`src/rtl/usart_tx_pkg.sv`:
```
package usart_tx_pkg;

   localparam int MAX_DATA = 9;
   localparam int MAX_STOP = 2;
   localparam int FRAME_W  = 1 + MAX_DATA + 1 + MAX_STOP;

   typedef enum logic [1:0] {
      PAR_NONE = 2'b00,
      PAR_RSVD = 2'b01,
      PAR_EVEN = 2'b10,
      PAR_ODD  = 2'b11
   } par_mode_e;

   typedef struct packed {
      logic [2:0] size;
      par_mode_e  par;
      logic       stop2;
   } frame_cfg_t;

   function automatic logic [3:0] data_bits(input logic [2:0] code);
      case (code)
         3'b000:  data_bits = 4'd5;
         3'b001:  data_bits = 4'd6;
         3'b010:  data_bits = 4'd7;
         3'b111:  data_bits = 4'd9;
         default: data_bits = 4'd8;
      endcase
   endfunction

endpackage

```
`src/rtl/usart_tx_ctl.sv`:
```
module usart_tx_ctl
   import usart_tx_pkg::*;
(
   input  logic       clk,
   input  logic       rst_n,
   input  logic       ctl_we,
   input  logic       en_bit,
   input  logic       size_msb,
   input  logic       ninth_bit,
   input  logic       fmt_we,
   input  logic [1:0] size_lsbs,
   input  logic [1:0] par_sel,
   input  logic       two_stop,
   input  logic       hold_full,
   input  logic       shift_busy,
   output frame_cfg_t cfg,
   output logic       staged_b9,
   output logic       active
);

   logic       en_q;
   logic       msb_q;
   logic [1:0] lsb_q;
   par_mode_e  par_q;
   logic       stop_q;

   always_ff @(posedge clk or negedge rst_n) begin
      if (!rst_n) begin
         en_q      <= 1'b0;
         msb_q     <= 1'b0;
         staged_b9 <= 1'b0;
         lsb_q     <= 2'b11;
         par_q     <= PAR_NONE;
         stop_q    <= 1'b0;
         active    <= 1'b0;
      end else begin
         // Disable is deferred while anything remains to send
         active <= en_q | hold_full | shift_busy;
         if (ctl_we) begin
            en_q      <= en_bit;
            msb_q     <= size_msb;
            staged_b9 <= ninth_bit;
         end
         if (fmt_we) begin
            lsb_q  <= size_lsbs;
            par_q  <= par_mode_e'(par_sel);
            stop_q <= two_stop;
         end
      end
   end

   assign cfg = '{size: {msb_q, lsb_q}, par: par_q, stop2: stop_q};

endmodule

```
`src/rtl/usart_tx_hold.sv`:
```
module usart_tx_hold #(
   parameter int DATA_W = 9
) (
   input  logic              clk,
   input  logic              rst_n,
   input  logic              wr,
   input  logic              active,
   input  logic [DATA_W-1:0] din,
   input  logic              take,
   output logic              full,
   output logic              accept,
   output logic [DATA_W-1:0] dout
);

   assign accept = wr & active & ~full;

   always_ff @(posedge clk or negedge rst_n) begin
      if (!rst_n) begin
         full <= 1'b0;
         dout <= '0;
      end else begin
         if (take)
            full <= 1'b0;
         else if (accept)
            full <= 1'b1;
         if (accept)
            dout <= din;
      end
   end

endmodule

```
`src/rtl/usart_tx_shift.sv`:
```
module usart_tx_shift
   import usart_tx_pkg::*;
#(
   parameter int TICKS_PER_BIT = 16,
   parameter bit PARITY_EN     = 1'b1
) (
   input  logic                clk,
   input  logic                rst_n,
   input  logic                baud_tick,
   input  logic                hold_full,
   input  logic [MAX_DATA-1:0] hold_data,
   input  frame_cfg_t          cfg,
   output logic                take,
   output logic                busy,
   output logic                line,
   output logic                finish
);

   localparam int TW = (TICKS_PER_BIT > 1) ? $clog2(TICKS_PER_BIT) : 1;
   localparam int BW = $clog2(FRAME_W + 1);
   localparam logic [TW-1:0] TICK_LAST = TW'(TICKS_PER_BIT - 1);

   logic [FRAME_W-1:0] sreg;
   logic [FRAME_W-1:0] frame;
   logic [BW-1:0]      bits_left;
   logic [BW-1:0]      frame_len;
   logic [TW-1:0]      tick_cnt;
   logic [3:0]         nd;
   logic               par_bit;
   logic               par_on;
   logic               bit_end;

   assign nd = data_bits(cfg.size);

   generate
      if (PARITY_EN) begin : g_par
         logic x;
         always_comb begin
            x = 1'b0;
            for (int i = 0; i < MAX_DATA; i++)
               if (4'(i) < nd) x = x ^ hold_data[i];
         end
         assign par_on  = cfg.par[1];
         assign par_bit = (cfg.par == PAR_ODD) ? ~x : x;
      end else begin : g_nopar
         assign par_on  = 1'b0;
         assign par_bit = 1'b0;
      end
   endgenerate

   always_comb begin
      frame    = '1;
      frame[0] = 1'b0;
      for (int i = 0; i < MAX_DATA; i++)
         if (4'(i) < nd) frame[1 + i] = hold_data[i];
      if (par_on) frame[BW'(nd) + BW'(1)] = par_bit;
      frame_len = BW'(1) + BW'(nd) + BW'(par_on) + BW'(1) + BW'(cfg.stop2);
   end

   assign take    = hold_full & ~busy;
   assign bit_end = busy & baud_tick & (tick_cnt == TICK_LAST);
   assign finish  = bit_end & (bits_left == BW'(1));
   assign line    = busy ? sreg[0] : 1'b1;

   always_ff @(posedge clk or negedge rst_n) begin
      if (!rst_n) begin
         sreg      <= '1;
         bits_left <= '0;
         tick_cnt  <= '0;
         busy      <= 1'b0;
      end else if (take) begin
         sreg      <= frame;
         bits_left <= frame_len;
         tick_cnt  <= '0;
         busy      <= 1'b1;
      end else if (busy && baud_tick) begin
         if (bit_end) begin
            tick_cnt  <= '0;
            sreg      <= {1'b1, sreg[FRAME_W-1:1]};
            bits_left <= bits_left - BW'(1);
            if (finish) busy <= 1'b0;
         end else begin
            tick_cnt <= tick_cnt + TW'(1);
         end
      end
   end

endmodule

```
`src/rtl/usart_tx_core.sv`:
```
module usart_tx_core
   import usart_tx_pkg::*;
#(
   parameter int TICKS_PER_BIT = 16,
   parameter bit PARITY_EN     = 1'b1
) (
   input  logic       clk,
   input  logic       rst_n,
   input  logic       baud_tick,
   input  logic       ctl_we,
   input  logic       en_bit,
   input  logic       size_msb,
   input  logic       ninth_bit,
   input  logic       fmt_we,
   input  logic [1:0] size_lsbs,
   input  logic [1:0] par_sel,
   input  logic       two_stop,
   input  logic       data_we,
   input  logic [7:0] data_in,
   input  logic       port_value,
   output logic       pin_out,
   output logic       pin_override,
   output logic       buf_empty,
   output logic       tx_done
);

   generate
      if (TICKS_PER_BIT < 2) begin : g_bad_ticks
         $error("TICKS_PER_BIT must be at least 2");
      end
   endgenerate

   frame_cfg_t          cfg;
   logic                staged_b9;
   logic                active;
   logic                hold_full;
   logic                accept;
   logic                take;
   logic                shift_busy;
   logic                line;
   logic                finish;
   logic [MAX_DATA-1:0] hold_data;

   usart_tx_ctl u_ctl (
      .clk(clk), .rst_n(rst_n),
      .ctl_we(ctl_we), .en_bit(en_bit), .size_msb(size_msb), .ninth_bit(ninth_bit),
      .fmt_we(fmt_we), .size_lsbs(size_lsbs), .par_sel(par_sel), .two_stop(two_stop),
      .hold_full(hold_full), .shift_busy(shift_busy),
      .cfg(cfg), .staged_b9(staged_b9), .active(active)
   );

   usart_tx_hold #(.DATA_W(MAX_DATA)) u_hold (
      .clk(clk), .rst_n(rst_n),
      .wr(data_we), .active(active), .din({staged_b9, data_in}),
      .take(take), .full(hold_full), .accept(accept), .dout(hold_data)
   );

   usart_tx_shift #(.TICKS_PER_BIT(TICKS_PER_BIT), .PARITY_EN(PARITY_EN)) u_shift (
      .clk(clk), .rst_n(rst_n), .baud_tick(baud_tick),
      .hold_full(hold_full), .hold_data(hold_data), .cfg(cfg),
      .take(take), .busy(shift_busy), .line(line), .finish(finish)
   );

   always_ff @(posedge clk or negedge rst_n) begin
      if (!rst_n)
         tx_done <= 1'b0;
      else if (accept)
         tx_done <= 1'b0;
      else if (finish && !hold_full)
         tx_done <= 1'b1;
   end

   assign pin_override = active;
   assign pin_out      = active ? line : port_value;
   assign buf_empty    = ~hold_full;

endmodule

```
`config.mk`:
```
export PLATFORM = sky130hd
export DESIGN_NAME = usart_tx_core
export DESIGN_NICKNAME = d
export VERILOG_FILES = /design/src/rtl/usart_tx_pkg.sv /design/src/rtl/usart_tx_ctl.sv /design/src/rtl/usart_tx_hold.sv /design/src/rtl/usart_tx_shift.sv /design/src/rtl/usart_tx_core.sv
export SDC_FILE = /design/constraint.sdc
export NUM_CORES = 1
export LEC_CHECK = 0
export ABC_AREA = 1
export BUFFER_PORTS_ARGS = -buffer_cell sky130_fd_sc_hd__buf_4
export CAP_MARGIN = 20
export CORE_MARGIN = 4
export CORE_UTILIZATION = 53
export CTS_CLUSTER_DIAMETER = 120
export DETAILED_ROUTE_END_ITERATION = 16
export PLACE_DENSITY = 0.76
export SLEW_MARGIN = 15
export SYNTH_ARGS = -nofsm -noshare
export SYNTH_HDL_FRONTEND = slang
export SYNTH_SLANG_ARGS = --single-unit
```
`constraint.sdc`:
```
create_clock -name clk -period 1.93 [get_ports clk]
set_input_delay 0.193 -clock clk [delete_from_list [all_inputs] [get_ports clk]]
set_output_delay 0.193 -clock clk [all_outputs]
set_load 0.1 [all_outputs]
```
-- Word-level counts from Yosys, hierarchy flattened
Index checks and enable logic that the tools add are counted.
- word-level logic and storage cells: 111
- bits in latches: 0
- memory bits (read-only): 0
- memories kept: 0
- register bits after elaboration: 42
- RAM bits: 0
- bitwise logic cells: 19
- shifts and indexed selects: 0
- reduce and logical (&&, ||, !) cells: 12
- equal/unequal tests: 6
- order comparisons: 11
- div/mod/pow operators: 0
- multipliers: 0
- $add $sub $neg: 6
- muxes and demuxes: 43
- operators by type and width (cell ; count):
    $mux W13 ; 4
    $mux W1 ; 30
    $mux W4 ; 6
    $lt A3 B4 Y1 const A ; 4
    $pmux W4 S4 ; 1
    $bwmux W13 ; 1
    $add A4 B1 Y4 const B ; 3
    $reduce_bool A2 Y1 ; 5
    $add A4 B1 Y4 ; 2
    $lt A1 B4 Y1 const A ; 2
    $lt A2 B4 Y1 const A ; 2
    $xor A1 B1 Y1 ; 8
    $and A1 B1 Y1 ; 6
    $lt A4 B5 Y1 const B ; 1
    $demux W1 S4 ; 1
    $eq A4 B1 Y1 const B ; 1
    $eq A4 B4 Y1 const B ; 1
    $ge A4 B1 Y1 const B ; 1
    $lt A4 B4 Y1 const A ; 1
    $sub A4 B1 Y4 const B ; 1
    $eq A3 B1 Y1 const B ; 1
    $eq A3 B2 Y1 const B ; 1
    $eq A3 B3 Y1 const B ; 1
    $logic_and A1 B1 Y1 ; 3
    other kinds (7) ; 10

-- Longest topological paths before layout
- word-level depth: 25
- depth in mapped cells: 15
- depth with buffers taken out: 15

-- Modules after synthesis
Synthesis repeated with hierarchy kept, for this count alone.
- cells, all modules: 364
- area, all modules: 2712.6 um^2
- by module, submodules not included (module ; instances ; area each (um^2) ; sequential area each (um^2) ; cells each):
    usart_tx_shift ; 1 ; 1868.0 ; 566.8 ; 271
    usart_tx_hold ; 1 ; 432.9 ; 250.2 ; 45
    usart_tx_ctl ; 1 ; 351.6 ; 227.7 ; 40
    usart_tx_core ; 1 ; 60.1 ; 25.0 ; 8

-- Worst setup path after synthesis
OpenSTA, ideal clock, no wires.
- path kind: register to output
- start point: register u_ctl.active
- end point: output pin_out
- arrival time: 2.605 ns
- stages on the path, launching flop included: 3
- slack: -0.868 ns
- buffers on the path: 0
- cell sequence: dfrtp_1 > nor2_1 > a31oi_1
- longest elaborated chain between the ends: 1
- RTL lines (what ; RTL line ; RTL):
    start: declaration ; usart_tx_ctl.sv:18 ; output logic active
    start signal: assignment ; usart_tx_ctl.sv:38 ; active <= en_q | hold_full | shift_busy;
    $mux W1 ; usart_tx_core.sv:74 ; assign pin_out = active ? line : port_value;
    end: declaration ; usart_tx_core.sv:21 ; output logic pin_out,
Every way passes these cells.

-- Final worst setup path
- start point: register u_ctl.lsb_q[0]
- end point: register u_shift.sreg[5]
- longest elaborated chain between the ends: 25
- elaborated cells on any way between the ends: 43
- those cells by class: add/sub (1); order compare (11); eq/ne (3); mux (17); bitwise (9); reduce/logical (2)
- RTL lines (what ; RTL line ; RTL):
    start: declaration ; usart_tx_ctl.sv:23 ; logic [1:0] lsb_q;
    start signal: assignment ; usart_tx_ctl.sv:45 ; lsb_q <= size_lsbs;
    $eq A3 B3 Y1 (tied with other cells) ; usart_tx_pkg.sv:21 ; case (code)
    $pmux W4 S4 * ; usart_tx_pkg.sv:21 ;
    $lt A1 B4 Y1 ; usart_tx_shift.sv:41 ; if (4'(i) < nd) x = x ^ hold_data[i];
    $mux W1 ; usart_tx_shift.sv:41 ;
    $xor A1 B1 Y1 ; usart_tx_shift.sv:41 ;
    $mux W1 ; usart_tx_shift.sv:41 ;
    $xor A1 B1 Y1 ; usart_tx_shift.sv:41 ;
    $mux W1 ; usart_tx_shift.sv:41 ;
    [... 9 more ...] ; - ;
    $mux W1 ; usart_tx_shift.sv:41 ;
    $xor A1 B1 Y1 ; usart_tx_shift.sv:41 ;
    $mux W1 ; usart_tx_shift.sv:41 ;
    $not A1 Y1 ; usart_tx_shift.sv:44 ; assign par_bit = (cfg.par == PAR_ODD) ? ~x : x;
    $mux W1 ; usart_tx_shift.sv:44 ;
    $bwmux W13 ; usart_tx_shift.sv:56 ; if (par_on) frame[BW'(nd) + BW'(1)] = par_bit;
    $mux W13 * ; usart_tx_shift.sv:56 ;
    $mux W13 * ; usart_tx_shift.sv:71 ; end else if (take) begin
    end signal: assignment ; usart_tx_shift.sv:72 ; sreg <= frame;
    end signal: assignment ; usart_tx_shift.sv:79 ; sreg <= {1'b1, sreg[FRAME_W-1:1]};
    end: declaration ; usart_tx_shift.sv:23 ; logic [FRAME_W-1:0] sreg;
Mark *: on every way between the ends. The rest lies on a longest branch, timed or not.
A chain may end at the register's enable or synchronous reset.

==> results.md <==
* Vias in the first global route at 2154
* Cell Area, Synth at 0.00248 mm^2
* HP Class: in2reg
* RSZ-0062 raised after global routing: true
* Fmax achieved at 449 MHz
* Crit Path Class: reg2reg
* GR Util All Layers at 21.4%
* CP max-delay cell: dfstp_2
* Worst vdd ir at 0.762 mV
* Routed via count at 2194
* Max-Cap Viols at 0
* Total power at 3.92 mW
* Die Area at 0.00584 mm^2
* PnR worst setup slack at -0.299 ns
* Top cell family by delay on the critical path: flip-flops
* Port Buffers at 26
* Initial DRC count at 189
* Initial antenna violation count at 0
* Power Dens Cells at 1240 mW/mm^2
* Root buf cell: clkbuf_8
* Critical path's largest stage delay at 0.60 ns
* First-pass GRT wire length at 9920 um
* 1st-pass router iterations at 4
* DP Area at 0.00285 mm^2
* Core ar. at 0.00444 mm^2
* Post-Synthesis Cells at 297
* Filler cells at 325
* CTS tree: done
* Worst Path Max Fanout at 8
* Seq pwr share at 36.5%
* Clock share of power at 15.0%
* Failing checks: negative setup slack
* Share of post-route cells with drive strength above 1 at 37.8%
* Starting Density at 55.8%
* Leak at 1.50 nW
* DR WL/cell at 15.5 um
* Syn_nets at 332
* DR vias/cell at 5.43
* Fraction of power spent switching nets at 43.0%
* DR DRC count at 0
* Routability cong. at 0.851
* Hold_ws at 0.0951 ns
* Yosys warning total at 0
* Avg Inst Size Synth at 8.35 um^2
* Detailed Route WL at 6270 um
* Worst path required time at 2.16 ns
* Clock Pin Slew Worst Setup and Hold Paths at 0.07 ns
* Clock Latency Late Sink at 0.30 ns
* Total CTS buffers at 5
* Nets at 386
* Chip Width at 76.4 um
* Clk sinks at 42
* Antenna cells at 0
* H-tree levels at 2
* Minimum clock period at 2.23 ns
* Gate power share at 48.5%
* Final setup vio count at 11
* #FFs+latches synth at 42
* Core Util, Final at 71.1%
* Fin. max-slew vios at 0
* Die height at 76.4 um
* DPL Wire Length at 3800 um
* Net Sw Power at 1.68 mW
* Worst slew pin tran at 0.516 ns
* Tcrit/Tclk final at 115%
* Internal power at 2.23 mW
* Status: finished with violations
* Site Rows at 24
* Skew final at 0.00584 ns
* I/O pin total at 27
* Unique cell type count in the Yosys netlist at 34
* CP Launch Type: flop
* Fin area at 0.00316 mm^2
* Antenna-violating nets left at 0
* Crit path capture type: flop
* Worst Path Buf+Inv at 3
* Critical-path cell list: inv_2, a21oi_4, inv_2, ha_4, o21ai_2, nand3_2, xor2_2, inv_1, nand3_2, nand2_8, nand2_1, nand2_2, a21oi_2
* Relative slew slack at 65.6%
* GR Overflow Total at 0
* Hold Fails Final Rpt at 0
* Arrival @ worst endpoint at 2.46 ns
* Clock Path Buffers at 2
* Largest net degree at the start of global routing at 43
* Area growth from synthesis to layout at 27.3%
* Sequential element share of the synthesized area at 43.1%
==> tightest hold or removal path, cell delays in order <==
cell and delay, ns:
buf_4 0.08, nand2_1 0.04, nand2_1 0.05
==> sequential cells by signal, summed over array words and instances, names as in the netlist, 2 cells and up <==
name	flops
u_shift.sreg	13
u_shift.bits_left	4
u_shift.tick_cnt	4
u_hold.dout	9
u_ctl.lsb_q	2
u_ctl.par_q	2
==> cells in the mapped netlist, drive strengths merged <==
cell type | number | share of area, %
dfstp | 15 | 16
buf | 4 | 1.8
dfrtp | 27 | 27
clkbuf | 4 | 1.0
a21oi | 10 | 2.9
nand3 | 19 | 4.7
o31ai | 2 | 0.61
xor2 | 6 | 2.4
nor3 | 7 | 2.1
a31oi | 7 | 1.8
inv | 43 | 6.6
mux2 | 2 | 0.91
o21ai | 35 | 7.1
ha | 11 | 5.5
o211ai | 1 | 0.30
nand2 | 76 | 13
nor2 | 20 | 3.0
clkinv | 1 | 0.20
fa | 1 | 0.81
xnor2 | 4 | 1.4
o21a | 1 | 0.30
a211oi | 1 | 0.30
==> layout make-up <==
cell class	count	area (um^2)	share of cell area [%]
Multi-Input combinational cell	203	1340	42.5
Sequential cell	42	1070	33.9
Timing Repair Buffer	55	419	13.3
Inverter	44	169	5.35
Clock buffer	7	86.3	2.73
Tap cell	52	65.1	2.06
Clock inverter	1	5.00	0.158
==> logic make-up after synthesis <==
kind of cell    share of synthesized area (%)
compound gates                           13.3
xor+xnor                                 3.83
fa+ha+maj                                6.36
buf+inv                                  9.64
flops                                    43.1
mux                                     0.908
simple gates                             22.9
==> worst paths after layout <==
check / cells after the start / start / slack [ns] / to
setup / recovery: 13 / u_ctl.lsb_q[0] / -0.30 / u_shift.sreg[5]
setup reg to reg: 13 / u_ctl.lsb_q[0] / -0.30 / u_shift.sreg[5]
hold reg to reg: 2 / u_shift.sreg[12] / 0.47 / u_shift.sreg[12]
min in group asynchronous: 2 / rst_n / 0.42 / u_shift.tick_cnt[1]
max in group asynchronous: 2 / rst_n / 1.13 / u_ctl.active
hold / removal: 3 / data_in[3] / 0.1 / u_hold.dout[3]
==> through the flow <==
step,std cells,setup TNS [ns],worst slack (ns)
floorplan,297,-0.579,-0.0890
CTS,401,-1.81,-0.189
global route,404,-3.98,-0.418
detailed placement,386,-2.16,-0.245
finish,404,-2.94,-0.299
global placement,386,-1.59,-0.178
==> cell usage in the layout (no fill, tap or decap), types with 3 or more instances in the layout <==
master | netlist | layout
nand2_1 | 67 | 59
buf_4 | 0 | 53
inv_1 | 39 | 32
dfrtp_1 | 27 | 26
o21ai_0 | 27 | 25
nor2_1 | 20 | 20
dfstp_2 | 15 | 15
nand3_1 | 16 | 13
nand2_2 | 6 | 11
inv_2 | 3 | 10
o21ai_1 | 8 | 8
ha_1 | 11 | 7
a31oi_1 | 7 | 6
a21oi_2 | 6 | 6
clkbuf_8 | 1 | 6
nand2_4 | 3 | 5
xor2_1 | 5 | 5
nand3_2 | 2 | 4
nor3_1 | 5 | 4
a21oi_1 | 4 | 3
xnor2_1 | 4 | 3
ha_4 | 0 | 3
==> layer usage <==
metal / share of wire, % / vias up / track usage (%)
met5: 0 / - / 0
met4: 6.1 / 0 / 13.6
met3: 5.5 / 37 / 4.49
met2: 50 / 100 / 35.4
met1: 38 / 1001 / 25.0
li1: - / 1056 / -
==> power groups by stage <==
| stage | registers [mW] | clock network, mW | logic (mW) |
|---|---|---|---|
| after floorplan | 1.45 | 0 | 1.14 |
| after global placement | 1.42 | 0 | 1.49 |
| after detailed placement | 1.43 | 0 | 1.53 |
| after CTS | 1.42 | 0.603 | 1.69 |
| after global routing | 1.46 | 0.655 | 2.06 |
| final | 1.43 | 0.589 | 1.90 |
==> timing repair <==
action                                  4_1_cts  5_1_grt
buffers inserted                              6        3
endpoints found under the setup margin       11       11
pin swaps                                    14        6
gates resized for setup                      22       11
hold endpoints to repair                     27        0
hold buffers                                  1        0
No activity file was read; power rests on OpenSTA's default activity.
